<file path="config.mk">
export PLATFORM = sky130hd
export DESIGN_NAME = tile_view_addr_gen
export DESIGN_NICKNAME = d
export VERILOG_FILES = /design/src/rtl/tva_pkg.sv /design/src/rtl/tva_fmt_geom.sv /design/src/rtl/tva_coord_cond.sv /design/src/rtl/tva_addr_pack.sv /design/src/rtl/tva_out_stage.sv /design/src/rtl/tile_view_addr_gen.sv
export SDC_FILE = /design/constraint.sdc
export NUM_CORES = 1
export LEC_CHECK = 0
export ABC_AREA = 0
export CAP_MARGIN = 10
export CORE_MARGIN = 4
export CORE_UTILIZATION = 60
export CTS_CLUSTER_SIZE = 8
export DETAILED_ROUTE_END_ITERATION = 8
export DONT_BUFFER_PORTS = 1
export PLACE_DENSITY = 0.79
export SYNTH_ARGS = -nofsm -noshare
export SYNTH_HDL_FRONTEND = slang
export SYNTH_SLANG_ARGS = --single-unit
</file>
<file path="constraint.sdc">
create_clock -name clk -period 0.8 [get_ports clk]
set_clock_uncertainty 0.1 [all_clocks]
set_input_delay 0.08 -clock clk [delete_from_list [all_inputs] [get_ports clk]]
set_output_delay 0.08 -clock clk [all_outputs]
set_load 0.03 [all_outputs]
</file>
<file path="src/rtl/tva_pkg.sv">
`timescale 1ns/1ps
package tva_pkg;
  typedef enum logic [1:0] {
    FMT_8B   = 2'd0,
    FMT_16B  = 2'd1,
    FMT_32B  = 2'd2,
    FMT_PAGE = 2'd3
  } tva_fmt_e;

  localparam int ORI_XINV = 0;
  localparam int ORI_YINV = 1;
  localparam int ORI_FLIP = 2;
  localparam int FMT_W    = 2;
  localparam int ORI_W    = 3;
endpackage

</file>
<file path="src/rtl/tva_fmt_geom.sv">
`timescale 1ns/1ps
module tva_fmt_geom
  import tva_pkg::*;
#(
  parameter int W_BITS      = 14,
  parameter int H_BITS      = 13,
  parameter int SLOT_W_BITS = 6,
  parameter int SLOT_H_BITS = 6,
  parameter int SH_W        = 3,
  parameter int BW          = 4,
  parameter int STR_SH_W    = 5
) (
  input  logic [FMT_W-1:0]    fmt_i,
  input  logic                flip_i,
  output logic [SH_W-1:0]     x_sh_o,
  output logic [SH_W-1:0]     y_sh_o,
  output logic [BW-1:0]       x_bits_o,
  output logic [BW-1:0]       y_bits_o,
  output logic [W_BITS-1:0]   x_mask_o,
  output logic [H_BITS-1:0]   y_mask_o,
  output logic [STR_SH_W-1:0] str_sh_o
);
  localparam logic [SH_W-1:0] PG_XS = SH_W'(SLOT_W_BITS);
  localparam logic [SH_W-1:0] PG_YS = SH_W'(SLOT_H_BITS);
  localparam logic [SH_W-1:0] SH0   = SH_W'(0);
  localparam logic [SH_W-1:0] SH1   = SH_W'(1);

  tva_fmt_e fmt_e;
  assign fmt_e = tva_fmt_e'(fmt_i);

  // packing shifts per element size
  always_comb begin
    case (fmt_e)
      FMT_8B:  begin x_sh_o = SH0;   y_sh_o = SH0;   end
      FMT_16B: begin x_sh_o = SH0;   y_sh_o = SH1;   end
      FMT_32B: begin x_sh_o = SH1;   y_sh_o = SH1;   end
      default: begin x_sh_o = PG_XS; y_sh_o = PG_YS; end
    endcase
  end

  always_comb begin
    x_bits_o = BW'(W_BITS) - BW'(x_sh_o);
    y_bits_o = BW'(H_BITS) - BW'(y_sh_o);
    x_mask_o = {W_BITS{1'b1}} >> x_sh_o;
    y_mask_o = {H_BITS{1'b1}} >> y_sh_o;
    if (flip_i) str_sh_o = STR_SH_W'(H_BITS) + STR_SH_W'(x_sh_o);
    else        str_sh_o = STR_SH_W'(W_BITS) + STR_SH_W'(y_sh_o);
  end
endmodule

</file>
<file path="src/rtl/tva_coord_cond.sv">
`timescale 1ns/1ps
module tva_coord_cond #(
  parameter int COORD_W = 16,
  parameter int W_BITS  = 14,
  parameter int H_BITS  = 13
) (
  input  logic [COORD_W-1:0] x_i,
  input  logic [COORD_W-1:0] y_i,
  input  logic [W_BITS-1:0]  x_mask_i,
  input  logic [H_BITS-1:0]  y_mask_i,
  input  logic               inv_x_i,
  input  logic               inv_y_i,
  output logic [W_BITS-1:0]  x_o,
  output logic [H_BITS-1:0]  y_o,
  output logic               bad_o
);
  logic x_bad, y_bad;

  always_comb begin
    x_bad = x_i > COORD_W'(x_mask_i);
    y_bad = y_i > COORD_W'(y_mask_i);
    bad_o = x_bad | y_bad;
    // mirror across the whole field of the selected format
    x_o   = x_i[W_BITS-1:0] ^ (inv_x_i ? x_mask_i : '0);
    y_o   = y_i[H_BITS-1:0] ^ (inv_y_i ? y_mask_i : '0);
  end
endmodule

</file>
<file path="src/rtl/tva_addr_pack.sv">
`timescale 1ns/1ps
module tva_addr_pack
  import tva_pkg::*;
#(
  parameter int W_BITS = 14,
  parameter int H_BITS = 13,
  parameter int ADDR_W = 32,
  parameter int SH_W   = 3,
  parameter int BW     = 4
) (
  input  logic [W_BITS-1:0] x_i,
  input  logic [H_BITS-1:0] y_i,
  input  logic [BW-1:0]     x_bits_i,
  input  logic [BW-1:0]     y_bits_i,
  input  logic [SH_W-1:0]   x_sh_i,
  input  logic [SH_W-1:0]   y_sh_i,
  input  logic              flip_i,
  input  logic              bad_i,
  input  logic [FMT_W-1:0]  fmt_i,
  input  logic [ORI_W-1:0]  orient_i,
  output logic [ADDR_W-1:0] addr_o
);
  localparam int OFS_W = ADDR_W - FMT_W - ORI_W;

  logic [OFS_W-1:0] xe, ye, raw, ofs;
  logic [SH_W:0]    align;

  always_comb begin
    xe    = OFS_W'(x_i);
    ye    = OFS_W'(y_i);
    raw   = flip_i ? ((xe << y_bits_i) + ye) : ((ye << x_bits_i) + xe);
    align = {1'b0, x_sh_i} + {1'b0, y_sh_i};
    ofs   = raw << align;
    addr_o = bad_i ? '0 : {orient_i, fmt_i, ofs};
  end
endmodule

</file>
<file path="src/rtl/tva_out_stage.sv">
`timescale 1ns/1ps
module tva_out_stage #(
  parameter int ADDR_W  = 32,
  parameter bit OUT_REG = 1'b1
) (
  input  logic              clk,
  input  logic              rst_n,
  input  logic              in_valid_i,
  input  logic [ADDR_W-1:0] addr_i,
  input  logic [ADDR_W-1:0] stride_i,
  input  logic              err_i,
  output logic              out_valid_o,
  output logic [ADDR_W-1:0] addr_o,
  output logic [ADDR_W-1:0] stride_o,
  output logic              err_o
);
  if (OUT_REG) begin : g_reg
    logic              vld_q;
    logic              vld_n;
    logic [ADDR_W-1:0] addr_q, addr_n;
    logic [ADDR_W-1:0] str_q, str_n;
    logic              err_q, err_n;

    always_comb begin
      vld_n  = in_valid_i;
      addr_n = in_valid_i ? addr_i   : addr_q;
      str_n  = in_valid_i ? stride_i : str_q;
      err_n  = in_valid_i ? err_i    : err_q;
    end

    always_ff @(posedge clk or negedge rst_n) begin
      if (!rst_n) vld_q <= 1'b0;
      else        vld_q <= vld_n;
    end

    always_ff @(posedge clk) begin
      addr_q <= addr_n;
      str_q  <= str_n;
      err_q  <= err_n;
    end

    assign out_valid_o = vld_q;
    assign addr_o      = addr_q;
    assign stride_o    = str_q;
    assign err_o       = err_q;
  end else begin : g_comb
    assign out_valid_o = in_valid_i;
    assign addr_o      = addr_i;
    assign stride_o    = stride_i;
    assign err_o       = err_i;
  end
endmodule

</file>
<file path="src/rtl/tile_view_addr_gen.sv">
`timescale 1ns/1ps
module tile_view_addr_gen
  import tva_pkg::*;
#(
  parameter int CONT_W_BITS = 14,
  parameter int CONT_H_BITS = 13,
  parameter int SLOT_W_BITS = 6,
  parameter int SLOT_H_BITS = 6,
  parameter int COORD_W     = 16,
  parameter bit OUT_REG     = 1'b1
) (
  input  logic               clk,
  input  logic               rst_n,
  input  logic               in_valid,
  input  logic [1:0]         fmt_i,
  input  logic [2:0]         orient_i,
  input  logic [COORD_W-1:0] x_i,
  input  logic [COORD_W-1:0] y_i,
  output logic               out_valid,
  output logic [31:0]        addr_o,
  output logic [31:0]        stride_o,
  output logic               coord_err_o
);
  localparam int ADDR_W   = 32;
  localparam int SLOT_MAX = (SLOT_W_BITS > SLOT_H_BITS) ? SLOT_W_BITS : SLOT_H_BITS;
  localparam int DIM_MAX  = (CONT_W_BITS > CONT_H_BITS) ? CONT_W_BITS : CONT_H_BITS;
  localparam int SH_W     = $clog2(SLOT_MAX + 1);
  localparam int BW       = $clog2(DIM_MAX + 1);
  localparam int STR_SH_W = $clog2(ADDR_W);

  // reset: asserted asynchronously, released after two edges
  logic [1:0] rst_pipe_q, rst_pipe_n;
  logic       rst_core_n;

  always_comb rst_pipe_n = {rst_pipe_q[0], 1'b1};

  always_ff @(posedge clk or negedge rst_n) begin
    if (!rst_n) rst_pipe_q <= 2'b00;
    else        rst_pipe_q <= rst_pipe_n;
  end
  assign rst_core_n = rst_pipe_q[1];

  logic                flip;
  logic [SH_W-1:0]     x_sh, y_sh;
  logic [BW-1:0]       x_bits, y_bits;
  logic [CONT_W_BITS-1:0] x_mask, x_cond;
  logic [CONT_H_BITS-1:0] y_mask, y_cond;
  logic [STR_SH_W-1:0] str_sh;
  logic                bad;
  logic [ADDR_W-1:0]   addr_d, stride_d;

  assign flip = orient_i[ORI_FLIP];

  tva_fmt_geom #(
    .W_BITS(CONT_W_BITS), .H_BITS(CONT_H_BITS),
    .SLOT_W_BITS(SLOT_W_BITS), .SLOT_H_BITS(SLOT_H_BITS),
    .SH_W(SH_W), .BW(BW), .STR_SH_W(STR_SH_W)
  ) u_geom (
    .fmt_i(fmt_i), .flip_i(flip),
    .x_sh_o(x_sh), .y_sh_o(y_sh),
    .x_bits_o(x_bits), .y_bits_o(y_bits),
    .x_mask_o(x_mask), .y_mask_o(y_mask),
    .str_sh_o(str_sh)
  );

  tva_coord_cond #(
    .COORD_W(COORD_W), .W_BITS(CONT_W_BITS), .H_BITS(CONT_H_BITS)
  ) u_cond (
    .x_i(x_i), .y_i(y_i),
    .x_mask_i(x_mask), .y_mask_i(y_mask),
    .inv_x_i(orient_i[ORI_XINV]), .inv_y_i(orient_i[ORI_YINV]),
    .x_o(x_cond), .y_o(y_cond), .bad_o(bad)
  );

  tva_addr_pack #(
    .W_BITS(CONT_W_BITS), .H_BITS(CONT_H_BITS),
    .ADDR_W(ADDR_W), .SH_W(SH_W), .BW(BW)
  ) u_pack (
    .x_i(x_cond), .y_i(y_cond),
    .x_bits_i(x_bits), .y_bits_i(y_bits),
    .x_sh_i(x_sh), .y_sh_i(y_sh),
    .flip_i(flip), .bad_i(bad),
    .fmt_i(fmt_i), .orient_i(orient_i),
    .addr_o(addr_d)
  );

  assign stride_d = ADDR_W'(1) << str_sh;

  tva_out_stage #(
    .ADDR_W(ADDR_W), .OUT_REG(OUT_REG)
  ) u_out (
    .clk(clk), .rst_n(rst_core_n),
    .in_valid_i(in_valid),
    .addr_i(addr_d), .stride_i(stride_d), .err_i(bad),
    .out_valid_o(out_valid),
    .addr_o(addr_o), .stride_o(stride_o), .err_o(coord_err_o)
  );
endmodule

</file>
==> run summary, run 1 <==
The flow did not finish. It got as far as 5_1_grt and failed there. The first error in the log reads "[ERROR GRT-0232] Routing congestion too high. Check the congestion heatmap in the GUI". The count of input and output buffers came out at 0.

Ranked by total cell area, the synthesized netlist is headed by edfxtp_1 (24%), mux2i_1 (6.7%), ha_1 (5.6%). The mean post-synth cell area is 8.62 um2. The number of CTS-inserted buffers came out at 9.

Entering global routing, the biggest net connects 67 pins. The pin type at the end of the worst path is a register data pin. The instance count of the mapped netlist is 936. The buffer type at the clock tree root is clkbuf_16. Summed over all layers, the global routing overflow is 846. The synthesized design spends more area on one cell type than any other, namely edfxtp_1. In the synthesized netlist the dominant register cell turns out to be edfxtp_1. The top cell type's share of synthesized area came out at about a quarter. The floorplan die width came out at approximately 120 um. Summing every instance area after synthesis gives 8070 um2. The sequential fraction of the synthesis area came out at 25.1%. In this run the deepest clock path goes through 2 buffers. When the global-route repair_timing finished, the worst setup path ended at u_out.addr_o[22]$_SDFFCE_PP0P_/D. Measured along the y axis, the die boundary spans between 100 and 150 um. Counting flops and latches in the post-synthesis netlist gives slightly below 70. Counting distinct cell types in the post-synthesis netlist gives 89.

Global routing consumed, over all layers together, 95.5% of the routing resources. Yosys mapped a number of flops with a built-in enable equal to 65. The initial utilization of the core area, before any placement, comes to 61.2%. The placed wire-length estimate after detailed placement is 24,300 um. The top-level port count is 106.

At the end of routability-driven placement, the weighted congestion stood at slightly above 1. The number of levels in the clock H-tree is 3. The cell row count is 42. The clock net sink count came out at roughly 70. The total of warnings raised by yosys came out at 0.

The async set-or-reset flop fraction in the synthesized netlist came out at 4.41%.
## synthesized netlist by cell type (all sizes together), types with 12 or more instances
| cell type | n |
|---|---|
| nand2b | 14 |
| xnor2 | 50 |
| nor3 | 29 |
| mux2 | 12 |
| edfxtp | 65 |
| nor2b | 13 |
| a21o | 16 |
| xor2 | 34 |
| a21oi | 56 |
| and2 | 19 |
| nand2 | 69 |
| ha | 36 |
| a211oi | 18 |
| o21ai | 39 |
| inv | 17 |
| buf | 31 |
| mux2i | 59 |
| nor2 | 103 |
| clkbuf | 34 |
| nand3 | 21 |
## cells by family after synthesis
| group | share of synthesized area [%] |
|---|---|
| AND/OR/NAND/NOR | 20.5 |
| adder cells (fa/ha/maj) | 5.58 |
| multiplexers | 12.6 |
| flip-flops | 25.1 |
| buffers and inverters | 4.84 |
| XOR/XNOR | 9.53 |
| AO/OA/AOI/OAI | 21.7 |
| other | 0.0931 |
## repair_timing
item,4_1_cts
hold buffers,5
hold endpoints to repair,71
pin swaps,51
gates cloned,1
buffers inserted,42
gates resized for setup,203
endpoints found under the setup margin,115
## routing by layer
metal | overflow | track usage, %
met5 | 3 | 50.7
met4 | 227 | 107
met3 | 24 | 77.0
met2 | 575 | 116
met1 | 17 | 88.9
## metrics by stage
stage          hold slack (ps)  cells  setup TNS (ps)  area, um2  setup WS (ps)
2_1_floorplan             -316    952         -112790       8380          -4130
3_3_place_gp              -316   1351         -115320      10400          -3760
3_5_place_dp              -316   1351         -121080      10400          -3880
4_1_cts                   -327   1415         -115460      12000          -3330
==> inputs of run 2 (changes only) <==
Settings changed: CORE_UTILIZATION 60 to 40, CTS_CLUSTER_SIZE 8 to default, PLACE_DENSITY 0.79 to default, PLACE_DENSITY_LB_ADDON from default to 0.15.
Clock period 0.8 ns to 1.05 ns, I/O delays scaled along.
==> run 2 against run 1 <==
The flow now finishes, with violations (hold timing, setup timing); synthesized cell count unchanged; synthesized area unchanged.
==> run summary, run 2 <==
The run finished, with violations left. The checks that failed: hold timing, setup timing. The routed design could run at a clock period as short as 4260 ps.

The largest net degree at the start of global routing came out at 67. Setup repair after global routing could not meet its margin everywhere. The tree is rooted in a clkbuf_16. The total of warnings raised by yosys came out at 0.

The latest clock arrival within the worst-skew pair is ~320 ps. The fraction of final layout cells with drive strength greater than 1 came out at 46.1%. Buffers placed on the I/O ports in this run total 0. The number of max-slew violations in the final report is 0. Leaving out fill and tap cells, the most frequent cell in the layout is buf_4. The async set-or-reset flop fraction in the synthesized netlist came out at 4.41%. The detailed-routing iteration count for the pre-antenna-repair pass is 6.

Summed over all instances, the cell type with the most area after synthesis is edfxtp_1. The arrival time at the worst endpoint is between 4000 and 5000 ps. The final cell utilization of the core is between 60% and 70%.

The total number of cells along the worst setup path is 19. The initial antenna violation count is 0. The design draws about 14 mW.

In this run, placement finished with an instance count of roughly 1,400. Synthesis handed over a netlist of 936 instances. In this run the standard cell core region covers 19,700 um2. The startpoint identified for the worst register-to-register timing path is rst_pipe_q[1]. The starting density of the core came out at just over 40%. The placed wire-length estimate after detailed placement is 23,900 um.

The worst setup path is of the in -> reg kind. The number of nets in the finished design came out at between 1,000 and 1,500. nor2_1 is the most common cell in the netlist. The total number of vias came out at between 8,000 and 9,000. The die is ~150 um wide.

The die footprint came out at 22,500 um2. The combined global-route utilization of all metal layers came out at 27.5%. The layout has 1,623 filler cells. The via density per instance is 5.82. The mean post-synth cell area is 8.62 um2. The critical path required time came out at 1040 ps. At the end of routability-driven placement, the weighted congestion stood at around 0.98. The first-pass GRT wire length came out at 48,100 um.

The remaining design rule violation count is 0. In the final routed layout, each cell accounts on average for 21.0 um. The synthesized design contains 68 register bits. The highest fanout seen on the critical path came out at 6.

The total detailed-routing wirelength is about 32,000 um. Ranked by total cell area, the synthesized netlist is headed by edfxtp_1 (24%), mux2i_1 (6.7%), ha_1 (5.6%). The unique cell type count in the Yosys netlist is 89. The commonest cells after synthesis are nor2_1 (103), nand2_1 (69), edfxtp_1 (65), a21oi_1 (54), mux2i_1 (54). The worst hold path belongs to the class in -> reg. The sequential cells in the finished layout cover a total of 2030 um2. The cell row count is 51. The relative slew slack came out at 56.2%. The post-detailed-route count of antenna-violating nets is 0. The number of DRC markers after the initial detailed-route iteration is ~740.

The number of levels in the clock H-tree came out at 3. The area used by multi-input combinational logic is a little under 7000 um2. The static leakage is roughly 5.2 nW. The worst setup path is captured at a flop. The top cell type's share of synthesized area is roughly 24%. The total of max-cap violations came out at 0. The number of antenna diodes in the final layout is 0.

The area overhead of the layout relative to synthesis came out at 56.0%. The clock-pin slew on the worst setup and hold paths came out at 60 ps. The number of global-route vias before repair is 8,493. The number of CTS-inserted buffers is 9.

The top cell types in the final layout, fill and taps aside, are buf_4 (302), nor2_1 (90), edfxtp_1 (65), nand2_1 (55), a21oi_1 (42). The number of setup violations in the final report is 82. The power per unit of standard cell area is around 1100 nW/um2. In this run the critical register-to-register path is captured at u_out.out_valid_o. The pin slew with the least headroom to its limit is 651 ps. The die boundary height is between 150 and 200 um.

The number of flops mapped to enable cells by yosys is 65. The sum of buffers and inverters on the critical path came out at 2. The slowest stage of the critical path is the mux4_2 cell. The startpoint type of the worst setup path is a primary input. The sequential fraction of the synthesis area is 25.1%. Traced cell by cell, the critical path runs through inv_12 > ha_4 > buf_12 > mux2i_4 > xor2_2 > mux4_2 > o21ai_2 > ha_1 > a21o_1 > a21o_1 > a21o_1 > a221o_1 > a21oi_2 > and3_4 > or2_4 > a22oi_2 > mux4_2 > mux4_2 > and2_4.

The count of cells along the worst register-to-register path is 1. For this run, the slowest stage of the critical path takes 500 ps. The synthesized netlist occupies a cell area of 8070 um2. Following the worst setup path forward leads to its endpoint at u_out.addr_o[17]. Excluding fillers, the count of instances in the completed layout stands at 1,520. After layout, the worst setup slack is -3210 ps. The clock net sink count came out at 68. For this run, the leading register cell type out of synthesis is edfxtp_1. The peak supply drop came out at 0.000788 V. The count of endpoints failing hold in the final timing report was 66. Of the available clock period, the critical path in the final layout requires 406%. In this run, post-CTS hold repair placed 5 buffers.

TritonCTS built the clock tree. In this run the worst setup path begins at fmt_i[0]. The top-level port count is 106. The maximum buffer depth of the clock tree came out at 2. The sum of overflow across all layers after global routing came out at 0.

Setup slack on the worst reg-to-reg path comes out at 320 ps. The worst hold slack across all endpoints is -281 ps. The maximum clock frequency is between 200 and 250 MHz. The critical path's top delay family is multiplexers.
run 2: cell counts after synthesis:
Identical to the previous run, type by type.
run 2: worst min-delay path by stage:
stage | startpoint | end | slack (ps) | cells after the start
after floorplan | rst_n | rst_pipe_q[0] | -290 | 0
after detailed placement | rst_n | rst_pipe_q[1] | -290 | 0
final | in_valid | u_out.out_valid_o | -280 | 0
after CTS | in_valid | u_out.out_valid_o | -300 | 0
after global placement | rst_n | rst_pipe_q[1] | -290 | 0
after global routing | in_valid | u_out.out_valid_o | -290 | 0
run 2: cell families after synthesis:
kind of cell	count (synthesis)	share of synthesized area, %
compound gates	243	21.7
xor+xnor	84	9.53
fa+ha+maj	36	5.58
buf+inv	85	4.84
flops	68	25.1
mux	82	12.6
other cells	2	0.0931
simple gates	336	20.5
run 2: stage by stage:
stage          setup TNS [ps]  area [um2]  worst slack, ps
6_report               -85400       12600            -3210
5_1_grt                -90050       12600            -3310
4_1_cts                -85060       11900            -3140
3_5_place_dp          -107270       10500            -3680
3_3_place_gp          -106260       10500            -3540
2_1_floorplan         -101770        8380            -3900
run 2: metal layers:
metal | track usage (%) | part of all wire [%] | vias to the layer above
li1 | - | - | 4130
met2 | 46.5 | 48 | 377
met4 | 10.2 | 4.0 | 0
met3 | 3.51 | 6.7 | 69
met1 | 35.9 | 42 | 4268
met5 | 0 | 0 | -
run 2: area by class of cell:
class | instances | share of cell area (%)
clock buffers | 10 | 1.82
inverters | 20 | 0.805
flip-flops and latches | 68 | 16.1
multi-input cells | 799 | 54.4
repair buffers | 352 | 23.5
clock inverters | 6 | 0.716
well taps | 265 | 2.63
run 2: what timing repair did:
action                                 in CTS  in global routing
resized for setup                         148                104
endpoints found under the hold margin      71                 66
gates cloned                                2                  1
setup buffers                              44                 26
pin swaps                                  70                 65
setup endpoints to repair                 114                114
run 2: power breakdown:
| part | total, mW | internal (mW) | switching, mW | leakage, nW |
|---|---|---|---|---|
| Combinational | 6.94 | 3.54 | 3.40 | 4.39 |
| Sequential | 3.56 | 3.17 | 0.399 | 0.658 |
| Clock | 3.22 | 2.08 | 1.14 | 0.153 |
| Total | 13.7 | 8.79 | 4.94 | 5.20 |
Note: power is estimated with default switching activity, not from simulation.
==> inputs of run 3 (changes only) <==
Clock period 1.05 ns to 5.01 ns, I/O delays scaled along.
==> run 3 against run 2 <==
The run now ends clean; largest power group unchanged; clock power is 79% lower; die area is the same; first-iteration DRC count is 6.4% higher; clock-buffer cell count down 1; critical path type unchanged; final area decreased by 24%.
==> run summary, run 3 (synthesized netlist as in run 2, its figures left out) <==
The tightest min-delay check is of the in -> reg type. The number of levels in the clock H-tree is 3. The fraction of final layout cells with drive strength greater than 1 came out at a little over a fifth. The remaining design rule violation count is 0. The largest individual stage delay along the critical path comes from the cell mux4_2. The first global-routing pass estimated approximately 42,000 um of wire. The flow ran to the end, and the final reports show no timing, DRC or antenna violations. The critical path required time came out at 4990 ps.

Across the run, the number of max-cap violations was 0. The sum of overflow across all layers after global routing is 0. The post-route setup TNS is 0 ps.

The number of global-route vias before repair is a little under 7,000. Global routing used 24.1% of the available tracks across all layers. The clock tree from TritonCTS is yes.

CTS placed an instance of clkbuf_16 at the clock tree root. The clock net sink count is around 70. The shortest clock period the worst path allows after layout is 4790 ps. The power per unit of standard cell area came out at 254 nW/um2. The post-detailed-route count of antenna-violating nets is 0. In this run the most used layer during global routing was met2. For the worst-skew pair, the clock arrives at the later sink with an insertion delay of roughly 320 ps. Setup repair after global routing left no endpoint under its margin.

Compared with the post-synthesis result, the final layout area differs by 18.4%. The static leakage is 3.73 nW. The initial antenna violation count came out at 0. The met1 usage is around a third. The count of input and output buffers came out at 0.

The pin slew with the least headroom to its limit is a little over 800 ps. The relative slew slack is 45.4%. The largest single stage delay on the critical path is 500 ps. In the routed layout, each cell is associated on average with a via count of 5.95. The detailed-routing iteration count for the pre-antenna-repair pass came out at 6. The critical path in this run is classified as in -> reg. The number of max-slew violations in the final report came out at 0. The startpoint type of the worst setup path is a primary input. Across all layers, the routed design uses 7,687 vias. The routability congestion estimate from global placement is 0.975.

The highest fanout seen on the critical path came out at 5. The portion of the clock cycle consumed by the worst path in the final layout came out at 95.7%. Entering global routing, the biggest net connects between 60 and 70 pins. The library cell used most frequently in the layout, excluding fill and tap cells, is buf_4.

The placed wire-length estimate after detailed placement came out at 22,400 um. The top-level port count came out at 106. The detailed router finished its first iteration with 784 violations. The floorplan die width is 150 um. The floorplan has 51 rows.

The arrival time at the worst endpoint came out at 4770 ps. The clock-pin slew on the worst setup and hold paths came out at 60 ps. The number of diodes is 0. Clock tree synthesis inserted a total of 9 buffers. The library cells used most frequently in the layout, excluding fill and tap cells, are buf_4 (120), nor2_1 (103), nand2_1 (67), edfxtp_1 (65), a21oi_1 (54).

The final cell utilization of the core came out at about half. Setup violations remaining at the end of the flow were counted as 0. The met2 track utilization from global routing came out at 37.6%. The maximum buffer depth of the clock tree is 2. Timing would allow up to 209 MHz. The total detailed-routing wirelength came out at 27,800 um. The worst setup path is captured at a flop. Walking the worst path, the cells encountered are inv_2 > buf_4 > ha_2 > inv_2 > ha_4 > buf_4 > nand2b_4 > buf_4 > o22ai_2 > a311oi_1 > a31o_2 > ha_2 > a21o_1 > a21o_1 > a21o_1 > a221o_1 > a21oi_2 > and3_4 > or2_1 > a22oi_1 > mux4_2 > mux4_2 > and2_1. After the last flow step, the layout net total stands at 1,099. The count of endpoints failing hold in the final timing report came out at 0.

The die footprint came out at 22,500 um2. The global-route met3 utilization came out at 4.21%. The initial utilization of the core area, before any placement, comes to 41.1%. Measured along the y axis, the die boundary spans roughly 150 um.

IR analysis of the VDD net gives a maximum drop of 0.000135 V. The standard cell core area came out at between 15,000 and 20,000 um2. In the final routed layout, each cell accounts on average for 21.5 um.
-- run 3: cell types whose count changed in the layout (fill, tap and decap cells not counted), sizes merged --
cell	before	now
buf	346	123
dlygate4sd3	5	2
clkinv	6	5
clkbuf	11	9
inv	17	19
-- run 3: final cells by class --
cell class / count / area [um2]
clock buffers: 9 / 225
clock inverters: 7 / 98.8
fillers: 1931 / 10100
inverters: 20 / 82.6
multi-input cells: 799 / 5810
well taps: 265 / 332
flip-flops and latches: 68 / 2030
repair buffers: 125 / 981
-- run 3: report_power, final --
group | switching, mW | total [mW] | leakage (nW) | internal [mW]
Clock | 0.234 | 0.672 | 0.156 | 0.439
Sequential | 0.0840 | 0.748 | 0.658 | 0.664
Combinational | 0.560 | 1.01 | 2.91 | 0.446
Total | 0.878 | 2.43 | 3.73 | 1.55
-- run 3: what timing repair did --
| item | in CTS | in global routing |
|---|---|---|
| gates resized for setup | 0 | 11 |
| hold buffers | 2 | 0 |
| hold endpoints to repair | 3 | 0 |
| buffers inserted | 0 | 5 |
| endpoints found under the setup margin | 0 | 4 |
-- run 3: final timing paths --
path	startpoint	end	slack (ps)	cells after the start
max reg2reg	rst_pipe_q[1]	u_out.out_valid_o	4250	1
max in group asynchronous	rst_pipe_q[1]	u_out.out_valid_o	4250	1
min reg2reg	rst_pipe_q[0]	rst_pipe_q[1]	260	0
max	fmt_i[0]	u_out.addr_o[17]	220	23
min	in_valid	u_out.out_valid_o	130	0
min in group asynchronous	rst_n	rst_pipe_q[0]	320	1
-- run 3: critical path: cells and delay by family --
family                     cells  cell delay (ps)
AOI/OAI and AO/OA              9             1530
adders and majority gates      3              640
buffers and inverters          5              540
muxes                          2              950
and+or+nand+nor                4              620
-- run 3: per-layer routing --
metal  vias to the layer above  wire (um)
li1                       3661          -
met1                      3602      12500
met2                       392      12500
met3                        32       2310
met4                         0        535
met5                         -          0
-- run 3: metrics by stage --
| stage | instance area, um2 | power, mW | setup slack (ps) | instances | hold slack [ps] |
|---|---|---|---|---|---|
| 5_1_grt | 9560 | 2.54 | 24.2 | 1293 | 107 |
| 3_5_place_dp | 9130 | 1.73 | -178 | 1270 | -103 |
| 3_3_place_gp | 9130 | 1.73 | -47.3 | 1270 | -104 |
| 6_report | 9560 | 2.43 | 216 | 1293 | 133 |
| 4_1_cts | 9480 | 2.41 | 164 | 1288 | 112 |
| 2_1_floorplan | 8270 | 1.40 | -338 | 952 | -106 |
==> inputs of run 4 (changes only) <==
Settings changed: PLACE_DENSITY_LB_ADDON 0.15 to default.
==> run 4 against run 3 <==
Critical path depth is 2 lower; final area fell by 2.4%; highest routed layer unchanged; first-iteration DRC count grew 6.6%; via count decreased by 1.4%; core utilization down 1.2 points; global-route usage increased by 0.41 points; total power down 4.0%; final cell count decreased by 1.9%; sequential share of layout area rose by 0.52 points.
==> run summary, run 4 (synthesized netlist as in run 2, its figures left out) <==
TritonCTS built the clock tree. The root buffer cell chosen for the clock tree is clkbuf_16. Grouping stages by cell kind, the critical path spends the most delay in compound AO/OA/AOI/OAI gates. The kind of end point of the critical path is a flop. The static leakage came out at 3.59 nW. The switching share of power came out at 36.8%. Counting along the longest clock path gives a buffer depth of 2.

The shortest clock period the worst path allows after layout came out at 4770 ps. The cell row count came out at 51. The run finished with clean final reports. The number of global-route vias before repair is around 7,200. The switching power total came out at between 800 and 900 uW. The relative slew slack is 34.6%. The remaining design rule violation count came out at 0. The number of CTS-inserted buffers is 9. STA puts the critical path data required time at 5000 ps. The critical path start-end classification is in -> reg. 106 I/O pins were placed. The power per unit of standard cell area came out at 250 nW/um2. After clock tree synthesis, the clock-pin slew on the worst setup and hold paths is roughly 60 ps. The highest fanout seen on the critical path came out at 13.

Of the total power, registers draw 32.1%. The critical path crosses 21 cells after its start point. The maximum clock frequency is around 210 MHz. The largest net degree at the start of global routing came out at 67. The count of cells along the worst register-to-register path came out at 1. Setup violations remaining at the end of the flow were counted as 0. The clock reaches the later pin of the worst-skew pair after 320 ps.

The reg-to-reg setup timing slack is 4270 ps. After legalization and detailed placement, the total HPWL measured 22,200 um. The number of max-slew violations in the final report came out at 0. The cell internal power dissipation came out at around 1.5 mW. The count of endpoints failing hold in the final timing report came to 0.

The standard cell core area is 19,700 um2. At the end of routability-driven placement, the weighted congestion stood at 0.977. The tool flagged a number of max-cap violations equal to 0. The commonest non-fill, non-tap cell in the layout is nor2_1. The number of levels in the clock H-tree is 3. The part of the power in combinational logic came out at 41.2%. The final worst setup slack came out at between 200 and 250 ps. The post-route standard cell area excluding fillers is 9330 um2.

The fraction of final layout cells with drive strength greater than 1 is between 10% and 20%. The arrival time at the worst endpoint is 4760 ps. The count of input and output buffers came out at 0. The routed layout has 7,582 vias. The detailed-routing iteration count for the pre-antenna-repair pass came out at 5. The die covers 22,500 um2. The worst register-to-register path ends at u_out.out_valid_o.

The pin slew with the least headroom to its limit is 981 ps. The worst-path cell with the longest stage delay is mux4_2. The placed cell area came out at between 8000 and 9000 um2. The first-pass GRT wire length came out at 42,600 um. Prior to clock tree synthesis, the placed netlist has a worst setup slack of -196 ps. The final routed wire length divided by cell count is 21.9 um. The startpoint identified for the worst hold timing path is in_valid. The peak supply drop came out at 0.000165 V. The end point of the most critical hold path is u_out.out_valid_o. The clock net sink count came out at 68. The critical path goes through inv_1 > buf_4 > ha_1 > inv_1 > ha_4 > clkinv_4 > a21oi_1 > o21ai_0 > and2_1 > a21oi_1 > ha_1 > a21o_1 > a21o_1 > a221o_1 > a21oi_2 > and3_1 > or2_1 > a22oi_1 > mux4_2 > mux4_2 > and2_1. The worst hold path passes through 0 cells. The startpoint identified for the worst register-to-register timing path is rst_pipe_q[1]. The final cell utilization of the core came out at 47.5%.

Leaving out fill and tap cells, the most frequent cells in the layout are nor2_1 (103), buf_4 (94), nand2_1 (67), edfxtp_1 (65), a21oi_1 (54). The overall power of the completed layout came out at 2.33 mW. The number of DRC markers after the initial detailed-route iteration came out at 836.

The via density per instance is 5.98. The floorplan die width came out at 150 um. Relative to the synthesized area, the layout overhead comes to 15.6%. The post-detailed-route count of antenna-violating nets came out at 0. The number of nets in the finished design came out at 1,073.

The worst hold path belongs to the class in -> reg. The initial antenna violation count came out at 0. The sum of buffers and inverters on the critical path is 4.

The portion of the clock cycle consumed by the worst path in the final layout came out at about 95%. The combined global-route utilization of all metal layers is 24.5%. Setup repair after global routing left no endpoint under its margin. On the worst path, the slowest cell contributes a delay of 490 ps.

The starting density of the core came out at 41.1%. The total detailed-routing wirelength is 27,700 um. The power share of the clock group came out at 26.7%. Summed over all layers, the global routing overflow is 0. The startpoint type of the worst setup path is a primary input. The die boundary height is 150 um.
## run 4: changes by cell type in the layout (fill, tap and decap cells not counted), sizes merged
cell,before,now
clkbuf,9,12
clkinv,5,4
inv,19,17
buf,123,97
diode,0,1
clkinvlp,1,2
bufinv,2,1
## run 4: through the flow
step / hold WS [ps] / instances / setup TNS, ps
after detailed placement: -102 / 1246 / -634
after global routing: 116 / 1267 / 0
after floorplan: -106 / 952 / -591
after global placement: -103 / 1246 / -588
after CTS: 103 / 1264 / 0
final: 122 / 1268 / 0
## run 4: worst max path at each step
stage,start,end,slack (ps)
3_3_place_gp,fmt_i[0],u_out.addr_o[20],-170
2_1_floorplan,fmt_i[1],u_out.addr_o[17],-340
3_5_place_dp,fmt_i[0],u_out.addr_o[20],-200
5_1_grt,fmt_i[0],u_out.addr_o[16],30
6_report,fmt_i[0],u_out.addr_o[17],240
4_1_cts,fmt_i[0],u_out.addr_o[20],120
## run 4: repair_timing
action / in CTS / in global routing
gates resized for setup: 0 / 3
hold buffers: 2 / 0
endpoints found under the hold margin: 3 / 0
setup endpoints to repair: 0 / 7
setup buffers: 0 / 3
## run 4: area by class of cell
| class | count | area [um2] |
|---|---|---|
| diodes | 1 | 2.50 |
| clock buffers | 12 | 246 |
| clock inverters | 4 | 50.0 |
| fillers | 1935 | 10300 |
| inverters | 20 | 82.6 |
| multi-input cells | 799 | 5800 |
| flip-flops and latches | 68 | 2030 |
| well taps | 265 | 332 |
| repair buffers | 99 | 786 |
## run 4: layer usage
metal | GRT usage, % | routed length [um] | vias to the layer above
li1 | - | - | 3617
met1 | 32.9 | 12200 | 3632
met2 | 40.2 | 12800 | 283
met3 | 3.36 | 1790 | 50
met4 | 8.83 | 944 | 0
met5 | 0 | 0 | -
## run 4: power groups by stage
stage	registers (mW)	logic (mW)	clock network, mW
after floorplan	0.754	0.650	0
after global placement	0.760	0.930	0
after detailed placement	0.762	0.932	0
after CTS	0.750	0.937	0.635
after global routing	0.753	1.03	0.653
final	0.748	0.958	0.621
